[src/rtl/cfg_cmd_pkg.sv]
// Shared definitions for the configuration command sequencer.
// Assumes a five-bit command code; code values are decoded externally
// by software writing the register, so they are fixed.
package cfg_cmd_pkg;

    localparam int CMD_W  = 5;
    localparam int MODE_W = 2;

    typedef enum logic [CMD_W-1:0] {
        CMD_NOP        = 5'b00000,
        CMD_WRITE      = 5'b00001,
        CMD_MULTI      = 5'b00010,
        CMD_HOLD_REL   = 5'b00011,
        CMD_READ       = 5'b00100,
        CMD_START      = 5'b00101,
        CMD_RAM_CLR    = 5'b00110,
        CMD_CRC_RST    = 5'b00111,
        CMD_HOLD_SET   = 5'b01000,
        CMD_CLK_SW     = 5'b01001,
        CMD_FF_REST    = 5'b01010,
        CMD_SHUT       = 5'b01011,
        CMD_DESYNC     = 5'b01101,
        CMD_WARM       = 5'b01111,
        CMD_RB_CRC     = 5'b10000,
        CMD_WDOG       = 5'b10001,
        CMD_REREAD     = 5'b10010,
        CMD_NEG_EDGE   = 5'b10011
    } cmd_code_e;

    typedef enum logic [MODE_W-1:0] {
        MODE_IDLE  = 2'd0,
        MODE_WRITE = 2'd1,
        MODE_MULTI = 2'd2,
        MODE_READ  = 2'd3
    } mode_e;

    // One flag per executed command, all zero when nothing executes.
    typedef struct packed {
        logic write;
        logic multi;
        logic read;
        logic hold_rel;
        logic hold_set;
        logic start;
        logic ram_clr;
        logic crc_rst;
        logic clk_sw;
        logic ff_rest;
        logic shut;
        logic desync;
        logic warm;
        logic rb_crc;
        logic wdog;
        logic reread;
        logic neg_edge;
    } cmd_dec_t;

endpackage

[src/rtl/cfg_cmd_decode.sv]
// Command decoder: turns the executing code into one flag per command.
// Assumes exec_i marks the cycle of execution; unlisted codes and the
// no-operation code yield an all-zero flag set.
module cfg_cmd_decode
    import cfg_cmd_pkg::*;
(
    input  logic             exec_i,
    input  logic [CMD_W-1:0] code_i,
    output cmd_dec_t         dec_o
);

    // Map the executing code onto its flag.
    always_comb begin
        dec_o = '0;
        if (exec_i) begin
            case (code_i)
                CMD_WRITE:    dec_o.write    = 1'b1;
                CMD_MULTI:    dec_o.multi    = 1'b1;
                CMD_READ:     dec_o.read     = 1'b1;
                CMD_HOLD_REL: dec_o.hold_rel = 1'b1;
                CMD_HOLD_SET: dec_o.hold_set = 1'b1;
                CMD_START:    dec_o.start    = 1'b1;
                CMD_RAM_CLR:  dec_o.ram_clr  = 1'b1;
                CMD_CRC_RST:  dec_o.crc_rst  = 1'b1;
                CMD_CLK_SW:   dec_o.clk_sw   = 1'b1;
                CMD_FF_REST:  dec_o.ff_rest  = 1'b1;
                CMD_SHUT:     dec_o.shut     = 1'b1;
                CMD_DESYNC:   dec_o.desync   = 1'b1;
                CMD_WARM:     dec_o.warm     = 1'b1;
                CMD_RB_CRC:   dec_o.rb_crc   = 1'b1;
                CMD_WDOG:     dec_o.wdog     = 1'b1;
                CMD_REREAD:   dec_o.reread   = 1'b1;
                CMD_NEG_EDGE: dec_o.neg_edge = 1'b1;
                default:      dec_o = '0;
            endcase
        end
    end

    // nothing is flagged when no command executes
    always_comb begin
        if (!exec_i) begin
            a_idle_quiet_r11: assert ($countones(dec_o) == 0);
        end
    end

endmodule

[src/rtl/cfg_cmd_state.sv]
// Sticky configuration state: data-path mode, interconnect hold with the
// readback-CRC recompute it causes, word alignment, capture edge, and the
// single-use flash re-read request.
// Assumes dec_i carries at most one flag per cycle.
module cfg_cmd_state
    import cfg_cmd_pkg::*;
(
    input  logic              clk,
    input  logic              rst_n,
    input  cmd_dec_t          dec_i,
    input  logic              sync_found_i,
    input  logic              fallback_i,
    output logic [MODE_W-1:0] mode_o,
    output logic              hold_n_o,
    output logic              rb_crc_o,
    output logic              aligned_o,
    output logic              neg_edge_o,
    output logic              reread_o
);

    logic mode_clr;
    logic reread_done;
    logic reread_fire;

    assign mode_clr = dec_i.hold_rel | dec_i.hold_set | dec_i.start |
                      dec_i.ram_clr  | dec_i.crc_rst  | dec_i.clk_sw |
                      dec_i.ff_rest  | dec_i.shut     | dec_i.desync |
                      dec_i.warm     | dec_i.rb_crc   | dec_i.wdog   |
                      dec_i.reread   | dec_i.neg_edge;

    assign reread_fire = dec_i.reread & ~reread_done & ~fallback_i;

    // Track the data-path mode selected by the last listed command.
    always_ff @(posedge clk) begin
        if (!rst_n)              mode_o <= MODE_IDLE;
        else if (dec_i.write)    mode_o <= MODE_WRITE;
        else if (dec_i.multi)    mode_o <= MODE_MULTI;
        else if (dec_i.read)     mode_o <= MODE_READ;
        else if (mode_clr)       mode_o <= MODE_IDLE;
    end

    // Interconnect hold and the recompute pulse on its release.
    always_ff @(posedge clk) begin
        if (!rst_n) begin
            hold_n_o <= 1'b1;
            rb_crc_o <= 1'b0;
        end else begin
            rb_crc_o <= dec_i.rb_crc | (dec_i.hold_rel & ~hold_n_o);
            if (dec_i.hold_set)      hold_n_o <= 1'b0;
            else if (dec_i.hold_rel) hold_n_o <= 1'b1;
        end
    end

    // Alignment flag: desynchronise wins over a sync detection.
    always_ff @(posedge clk) begin
        if (!rst_n)            aligned_o <= 1'b0;
        else if (dec_i.desync) aligned_o <= 1'b0;
        else if (sync_found_i) aligned_o <= 1'b1;
    end

    // Capture edge select and single-use flash re-read.
    always_ff @(posedge clk) begin
        if (!rst_n) begin
            neg_edge_o  <= 1'b0;
            reread_o    <= 1'b0;
            reread_done <= 1'b0;
        end else begin
            if (dec_i.neg_edge) neg_edge_o <= 1'b1;
            reread_o <= reread_fire;
            if (reread_fire) reread_done <= 1'b1;
        end
    end

    // hold only moves when a hold command executes
    p_hold_stable_r4: assert property (@(posedge clk) disable iff (!rst_n)
        !(dec_i.hold_set | dec_i.hold_rel) |=> $stable(hold_n_o));

    // desynchronise leaves the alignment flag clear
    p_desync_clears_r8: assert property (@(posedge clk) disable iff (!rst_n)
        dec_i.desync |=> !aligned_o);

    // a re-read pulse never follows an earlier one
    p_reread_once_r9: assert property (@(posedge clk) disable iff (!rst_n)
        reread_o |=> (!reread_o && reread_done));

    // falling-edge select is sticky
    p_edge_sticky_r10: assert property (@(posedge clk) disable iff (!rst_n)
        neg_edge_o |=> neg_edge_o);

    // mode only changes when a command executes
    p_mode_hold_r3: assert property (@(posedge clk) disable iff (!rst_n)
        ($countones(dec_i) == 0) |=> $stable(mode_o));

endmodule

[src/rtl/cfg_cmd_defer.sv]
// Deferred start-up and shutdown requests. Start-up waits for both a CRC
// pass and a desynchronise command after arming; shutdown waits for a CRC
// pass or a CRC reset command after arming.
// Assumes crc_ok_i is a single-cycle pulse from the CRC engine.
module cfg_cmd_defer
    import cfg_cmd_pkg::*;
(
    input  logic     clk,
    input  logic     rst_n,
    input  cmd_dec_t dec_i,
    input  logic     crc_ok_i,
    output logic     start_pend_o,
    output logic     start_go_o,
    output logic     shut_pend_o,
    output logic     shut_go_o
);

    logic seen_crc;
    logic seen_desync;
    logic crc_now;
    logic desync_now;
    logic start_done;
    logic shut_done;

    assign crc_now    = seen_crc | crc_ok_i;
    assign desync_now = seen_desync | dec_i.desync;
    assign start_done = start_pend_o & ~dec_i.start & crc_now & desync_now;
    assign shut_done  = shut_pend_o & ~dec_i.shut & (crc_ok_i | dec_i.crc_rst);

    // Start-up request: arm, collect both events, then trigger.
    always_ff @(posedge clk) begin
        if (!rst_n) begin
            start_pend_o <= 1'b0;
            start_go_o   <= 1'b0;
            seen_crc     <= 1'b0;
            seen_desync  <= 1'b0;
        end else begin
            start_go_o <= start_done;
            if (dec_i.start) begin
                start_pend_o <= 1'b1;
                seen_crc     <= 1'b0;
                seen_desync  <= 1'b0;
            end else if (start_done) begin
                start_pend_o <= 1'b0;
                seen_crc     <= 1'b0;
                seen_desync  <= 1'b0;
            end else if (start_pend_o) begin
                seen_crc    <= crc_now;
                seen_desync <= desync_now;
            end
        end
    end

    // Shutdown request: arm, then trigger on the first qualifying event.
    always_ff @(posedge clk) begin
        if (!rst_n) begin
            shut_pend_o <= 1'b0;
            shut_go_o   <= 1'b0;
        end else begin
            shut_go_o <= shut_done;
            if (dec_i.shut)     shut_pend_o <= 1'b1;
            else if (shut_done) shut_pend_o <= 1'b0;
        end
    end

    // a start-up trigger needs an armed request
    p_start_armed_r6: assert property (@(posedge clk) disable iff (!rst_n)
        start_go_o |-> ($past(start_pend_o) && !start_pend_o));

    // a shutdown trigger needs an armed request
    p_shut_armed_r7: assert property (@(posedge clk) disable iff (!rst_n)
        shut_go_o |-> ($past(shut_pend_o) && !shut_pend_o));

    // start-up cannot fire without a CRC pass in that cycle or earlier
    p_start_needs_crc_r6: assert property (@(posedge clk) disable iff (!rst_n)
        (start_pend_o && !seen_crc && !crc_ok_i) |=> !start_go_o);

endmodule

[src/rtl/cfg_cmd_seq.sv]
// Configuration command sequencer top: holds the command, executes it on
// every write and every frame-address reload, and registers the strobes.
// Assumes all inputs are synchronous to clk; reset is synchronous, active low.
module cfg_cmd_seq
    import cfg_cmd_pkg::*;
(
    input  logic              clk,
    input  logic              rst_n,
    input  logic              cmd_we,
    input  logic [CMD_W-1:0]  cmd_wdata,
    input  logic              far_load,
    input  logic              crc_ok,
    input  logic              sync_found,
    input  logic              fallback,
    input  logic              cfg_word_valid,
    output logic              cfg_word_accept,
    output logic [CMD_W-1:0]  cmd_q_o,
    output logic [MODE_W-1:0] mode_o,
    output logic              crc_rst_o,
    output logic              ff_restore_o,
    output logic              wdog_reload_o,
    output logic              warm_boot_o,
    output logic              ram_clear_o,
    output logic              clk_switch_o,
    output logic              rb_crc_o,
    output logic              flash_reread_o,
    output logic              ic_hold_n_o,
    output logic              aligned_o,
    output logic              neg_edge_o,
    output logic              startup_pend_o,
    output logic              startup_go_o,
    output logic              shutdown_pend_o,
    output logic              shutdown_go_o
);

    localparam int NPULSE = 6;

    logic             exec;
    logic [CMD_W-1:0] exec_code;
    cmd_dec_t         dec;
    logic [NPULSE-1:0] pulse_d;
    logic [NPULSE-1:0] pulse_q;

    assign exec      = cmd_we | far_load;
    assign exec_code = cmd_we ? cmd_wdata : cmd_q_o;

    // Hold the last written command code.
    always_ff @(posedge clk) begin
        if (!rst_n)      cmd_q_o <= CMD_NOP;
        else if (cmd_we) cmd_q_o <= cmd_wdata;
    end

    cfg_cmd_decode u_dec (
        .exec_i (exec),
        .code_i (exec_code),
        .dec_o  (dec)
    );

    assign pulse_d = {dec.clk_sw, dec.ram_clr, dec.warm,
                      dec.wdog,   dec.ff_rest, dec.crc_rst};

    // Register the single-cycle strobes.
    always_ff @(posedge clk) begin
        if (!rst_n) pulse_q <= '0;
        else        pulse_q <= pulse_d;
    end

    assign crc_rst_o     = pulse_q[0];
    assign ff_restore_o  = pulse_q[1];
    assign wdog_reload_o = pulse_q[2];
    assign warm_boot_o   = pulse_q[3];
    assign ram_clear_o   = pulse_q[4];
    assign clk_switch_o  = pulse_q[5];

    cfg_cmd_state u_state (
        .clk          (clk),
        .rst_n        (rst_n),
        .dec_i        (dec),
        .sync_found_i (sync_found),
        .fallback_i   (fallback),
        .mode_o       (mode_o),
        .hold_n_o     (ic_hold_n_o),
        .rb_crc_o     (rb_crc_o),
        .aligned_o    (aligned_o),
        .neg_edge_o   (neg_edge_o),
        .reread_o     (flash_reread_o)
    );

    cfg_cmd_defer u_defer (
        .clk          (clk),
        .rst_n        (rst_n),
        .dec_i        (dec),
        .crc_ok_i     (crc_ok),
        .start_pend_o (startup_pend_o),
        .start_go_o   (startup_go_o),
        .shut_pend_o  (shutdown_pend_o),
        .shut_go_o    (shutdown_go_o)
    );

    assign cfg_word_accept = cfg_word_valid & aligned_o;

    // a write lands in the held command one edge later
    p_cmd_load_r1: assert property (@(posedge clk) disable iff (!rst_n)
        cmd_we |=> (cmd_q_o == $past(cmd_wdata)));

    // without a write the held command is stable
    p_cmd_hold_r1: assert property (@(posedge clk) disable iff (!rst_n)
        !cmd_we |=> $stable(cmd_q_o));

    // at most one command strobe per cycle
    p_one_strobe_r2: assert property (@(posedge clk) disable iff (!rst_n)
        $onehot0({pulse_q, rb_crc_o, flash_reread_o}));

    // no strobe follows a cycle without execution
    p_no_exec_quiet_r2: assert property (@(posedge clk) disable iff (!rst_n)
        !exec |=> (pulse_q == '0 && !rb_crc_o && !flash_reread_o));

endmodule

[config.mk]
export PLATFORM = sky130hd
export DESIGN_NAME = cfg_cmd_seq
export DESIGN_NICKNAME = d
export VERILOG_FILES = /design/src/rtl/cfg_cmd_pkg.sv /design/src/rtl/cfg_cmd_decode.sv /design/src/rtl/cfg_cmd_state.sv /design/src/rtl/cfg_cmd_defer.sv /design/src/rtl/cfg_cmd_seq.sv
export SDC_FILE = /design/constraint.sdc
export NUM_CORES = 1
export LEC_CHECK = 0
export ABC_AREA = 1
export ABC_CLOCK_PERIOD_IN_PS = 1300
export BUFFER_PORTS_ARGS = -buffer_cell sky130_fd_sc_hd__clkbuf_2
export CORE_MARGIN = 2
export CORE_UTILIZATION = 45
export CTS_CLUSTER_SIZE = 10
export DETAILED_ROUTE_END_ITERATION = 6
export PLACE_DENSITY = 0.73
export SETUP_SLACK_MARGIN = 0.15
export SLEW_MARGIN = 20
export SYNTH_ARGS = -nofsm -noshare
export SYNTH_HDL_FRONTEND = slang
export SYNTH_SLANG_ARGS = --single-unit
[constraint.sdc]
create_clock -name clk -period 1.3 [get_ports clk]
set_input_delay 0.26 -clock clk [delete_from_list [all_inputs] [get_ports clk]]
set_output_delay 0.26 -clock clk [all_outputs]
set_load 0.01 [all_outputs]
==> impl_metrics.env <==
export IMPL_seq_area_frac_synth_pct=39.9
export IMPL_die_h_um=56.8
export IMPL_cp_end_kind="flip-flop"
export IMPL_finalCritPeriodShare_pct=112
export IMPL_synthSimpleGateAreaFrac_pct=44.8
export IMPL_start_util_pct=46.3
export IMPL_cts_root_buffer="clkbuf_4"
export IMPL_hold_path_class="input pin to flip-flop"
export IMPL_wire_per_inst_um=14.3
export IMPL_n_fill_cell=188
export IMPL_vias=1325
export IMPL_syn_to_final_growth_pct=57.6
export IMPL_fin_util_pct=72.9
export IMPL_cp_max_fo=4
export IMPL_rsz0062_at_grt="yes"
export IMPL_peakVddDrop_uv=666
export IMPL_syn_cell_area_um2=1250
export IMPL_required_ps=1580
export IMPL_antenna_cells=0
export IMPL_leakage_nw=0.971
export IMPL_worstHoldStart="sync_found"
export IMPL_tightest_slew_ps=291
export IMPL_max_freq_ghz=0.689
export IMPL_drtPass1Iterations=4
export IMPL_p_sw_share_pct=33.6
export IMPL_seq_power_share_pct=48.2
export IMPL_p_int_mw=1.12
export IMPL_setup_viol=8
export IMPL_grt_max_degree=17
export IMPL_syn_inst=163
export IMPL_synth_compound_area_share_pct=6.49
export IMPL_dpl_hpwl_um=2280
export IMPL_arrival_ps=1730
export IMPL_critPathBufInv=1
export IMPL_p_sw_uw=568
export IMPL_cp_slowest_cell="dfxtp_2"
export IMPL_multi_input_area_um2=837
export IMPL_drtIter0Drc=37
export IMPL_grt_pass1_vias=1214
export IMPL_post_route_cells_drive_above_1_share_pct=66.2
export IMPL_p_comb_share_pct=29.1
export IMPL_status="finished, violations left"
export IMPL_slew_violations=0
export IMPL_regArea_um2=510
export IMPL_ys_ff_latch=25
export IMPL_gp_congestion=0.869
export IMPL_min_period_ps=1450
export IMPL_holdBufCountCts=0
export IMPL_track_usage_pct=21.6
export IMPL_cp_top_family="simple AND/OR/NAND/NOR gates"
export IMPL_clkSinkCount=25
export IMPL_drcViolationCount=0
export IMPL_ant_nets=0
export IMPL_muxShareOfSynthArea_pct=0
export IMPL_clockBufferDepth=2
export IMPL_cp_cell_sequence="inv_2 -> nand2_4 -> nand2_8 -> nand2_8 -> nor2_4 -> nand2_1 -> nand3_2 -> nor2_2 -> nand3_2 -> a21oi_2"
export IMPL_pwr_share_clk_pct=22.7
export IMPL_grt_pass1_wl_um=5460
export IMPL_fin_ws_ps=-152
export IMPL_dp_slack_ps=-324
export IMPL_drv_cap=0
export IMPL_synth_xor_area_share_pct=0
export IMPL_crit_start="cmd_q_o[2]"
export IMPL_synth_cell_types=25
export IMPL_slew_headroom_pct=80.6
export IMPL_die_area_um2=3220
export IMPL_skew_ps=7.89
export IMPL_avgSynthCellArea_um2=7.69
export IMPL_cts_tree="built"
export IMPL_max_stage_delay_ps=390
export IMPL_ios=36
export IMPL_critPathKind="flip-flop to flip-flop"
export IMPL_yosysWarnings=0
export IMPL_numPortBuffers=35
export IMPL_num_rows=19
export IMPL_startpoint_type="flip-flop"
export IMPL_hold_violations=0
export IMPL_synth_top_family_by_area="simple AND/OR/NAND/NOR gates"
export IMPL_vias_per_cell=5.06
export IMPL_r2r_start="cmd_q_o[2]"
export IMPL_cts_made_buffers=3
export IMPL_antenna_found_initial=0
export IMPL_powerDensity_nw_per_um2=856
export IMPL_num_nets_final=245
export IMPL_setup_tns_ps=-494
export IMPL_core_um2=2710
export IMPL_cts_reportedPaths_clkPinSlew_ps=150
export IMPL_clk_latency_ps=340
export IMPL_synth_fa_ha_area_share_pct=0
export IMPL_finalPower_mw=1.69
export IMPL_syn_nets=176
export IMPL_htree_levels=1
export IMPL_grt_overflow_total=0
export IMPL_wl_um=3750
export IMPL_violations="negative setup slack"
export IMPL_dieWidth_um=56.8
cell usage in the layout, fill, tap and decap left out:
cell        count
o21ai_0         1
nand3_4         1
nand2_4        11
dfxtp_1        17
nor3_2          2
nor3b_2         1
a21oi_1         4
inv_4           1
clkbuf_2       30
buf_6          13
nand2_1        21
nand2_2        22
clkinv_1        1
nor2_2          2
nor2_4          9
a31oi_2         1
clkbuf_4        3
dfxtp_2         8
inv_12          1
nand3_1         4
inv_2           7
nor2_1         17
a21oi_2         5
or2_1           1
nand2_8         4
nand3_2         6
buf_2           3
o21ai_2         1
clkinvlp_4      1
a211oi_2        1
buf_4          20
inv_1          12
layer usage:
metal | global-route usage [%] | wire length, um | share of wire (%)
met2 | 38.4 | 1940 | 52
met4 | 8.64 | 139 | 3.7
met5 | 0 | 0 | 0
met1 | 26.0 | 1500 | 40
met3 | 3.23 | 177 | 4.7
cell type report:
class	count	share of cell area (%)
repair buffers	66	23.4
inverters	22	4.94
well taps	31	1.96
clock buffers	3	1.14
multi-input cells	114	42.4
clock inverters	1	0.380
flip-flops and latches	25	25.8
power groups by stage:
stage / sequential (mW) / clock (mW) / combinational [mW]
after floorplan: 0.835 / 0 / 0.209
after global placement: 0.825 / 0 / 0.335
after detailed placement: 0.826 / 0 / 0.346
after CTS: 0.812 / 0.385 / 0.396
after global routing: 0.817 / 0.421 / 0.525
final: 0.815 / 0.383 / 0.493
worst min-delay path, stage by stage:
cell and delay [ps]:
clkbuf_2 80, o21ai_0 60, a21oi_1 100
logic make-up after synthesis:
logic type | count (synthesis)
AO/OA/AOI/OAI | 13
buffers and inverters | 24
AND/OR/NAND/NOR | 101
flip-flops | 25
registers in the layout (all words and copies together), names as in the netlist:
register and flops:
pulse_q 6, cmd_q_o 5, u_state.mode_o 2, u_defer.seen_crc 1, u_defer.seen_desync 1, u_defer.shut_go_o 1, u_defer.shut_pend_o 1, u_defer.start_go_o 1
u_defer.start_pend_o 1, u_state.aligned_o 1, u_state.hold_n_o 1, u_state.neg_edge_o 1, u_state.rb_crc_o 1, u_state.reread_done 1, u_state.reread_o 1
final timing paths:
| check | end | depth (start not counted) | slack (ps) |
|---|---|---|---|
| worst max-delay path | u_state.mode_o[1] | 10 | -150 |
| worst min-delay path | u_state.aligned_o | 3 | 180 |
| worst max register to register | u_state.mode_o[1] | 10 | -150 |
| worst min register to register | u_state.reread_o | 1 | 430 |
synthesized netlist by cell type:
library cell / n / area (um2)
nand2_2: 12 / 75.1
nand2_4: 11 / 124
or2_1: 1 / 6.26
clkinv_1: 1 / 3.75
buf_6: 1 / 11.3
a21oi_2: 2 / 17.5
inv_12: 1 / 16.3
nand3_4: 1 / 17.5
a31oi_1: 1 / 6.26
a21oi_1: 7 / 35.0
a211oi_2: 1 / 12.5
nor2_4: 2 / 22.5
dfxtp_1: 25 / 500
nor3b_2: 1 / 12.5
nand3_1: 9 / 45.0
clkbuf_1: 1 / 3.75
o21ai_1: 1 / 5.00
inv_1: 19 / 71.3
nor3_1: 2 / 10.0
nand3_2: 1 / 10.0
nor2_2: 4 / 25.0
o21ai_0: 1 / 5.00
nand2_1: 35 / 131
nor2_1: 22 / 82.6
inv_2: 1 / 3.75
per-stage QoR:
stage	hold WS (ps)	cells	instance area, um2
6_report	182	262	1980
5_1_grt	190	262	1980
4_1_cts	189	258	1780
3_5_place_dp	410	247	1620
3_3_place_gp	401	247	1620
2_1_floorplan	344	163	1280
timing repair:
item,4_1_cts,5_1_grt
setup buffers,7,4
pin swaps,17,28
setup endpoints to repair,23,23
gates resized for setup,26,49
Power figures use the tool's default switching activity.
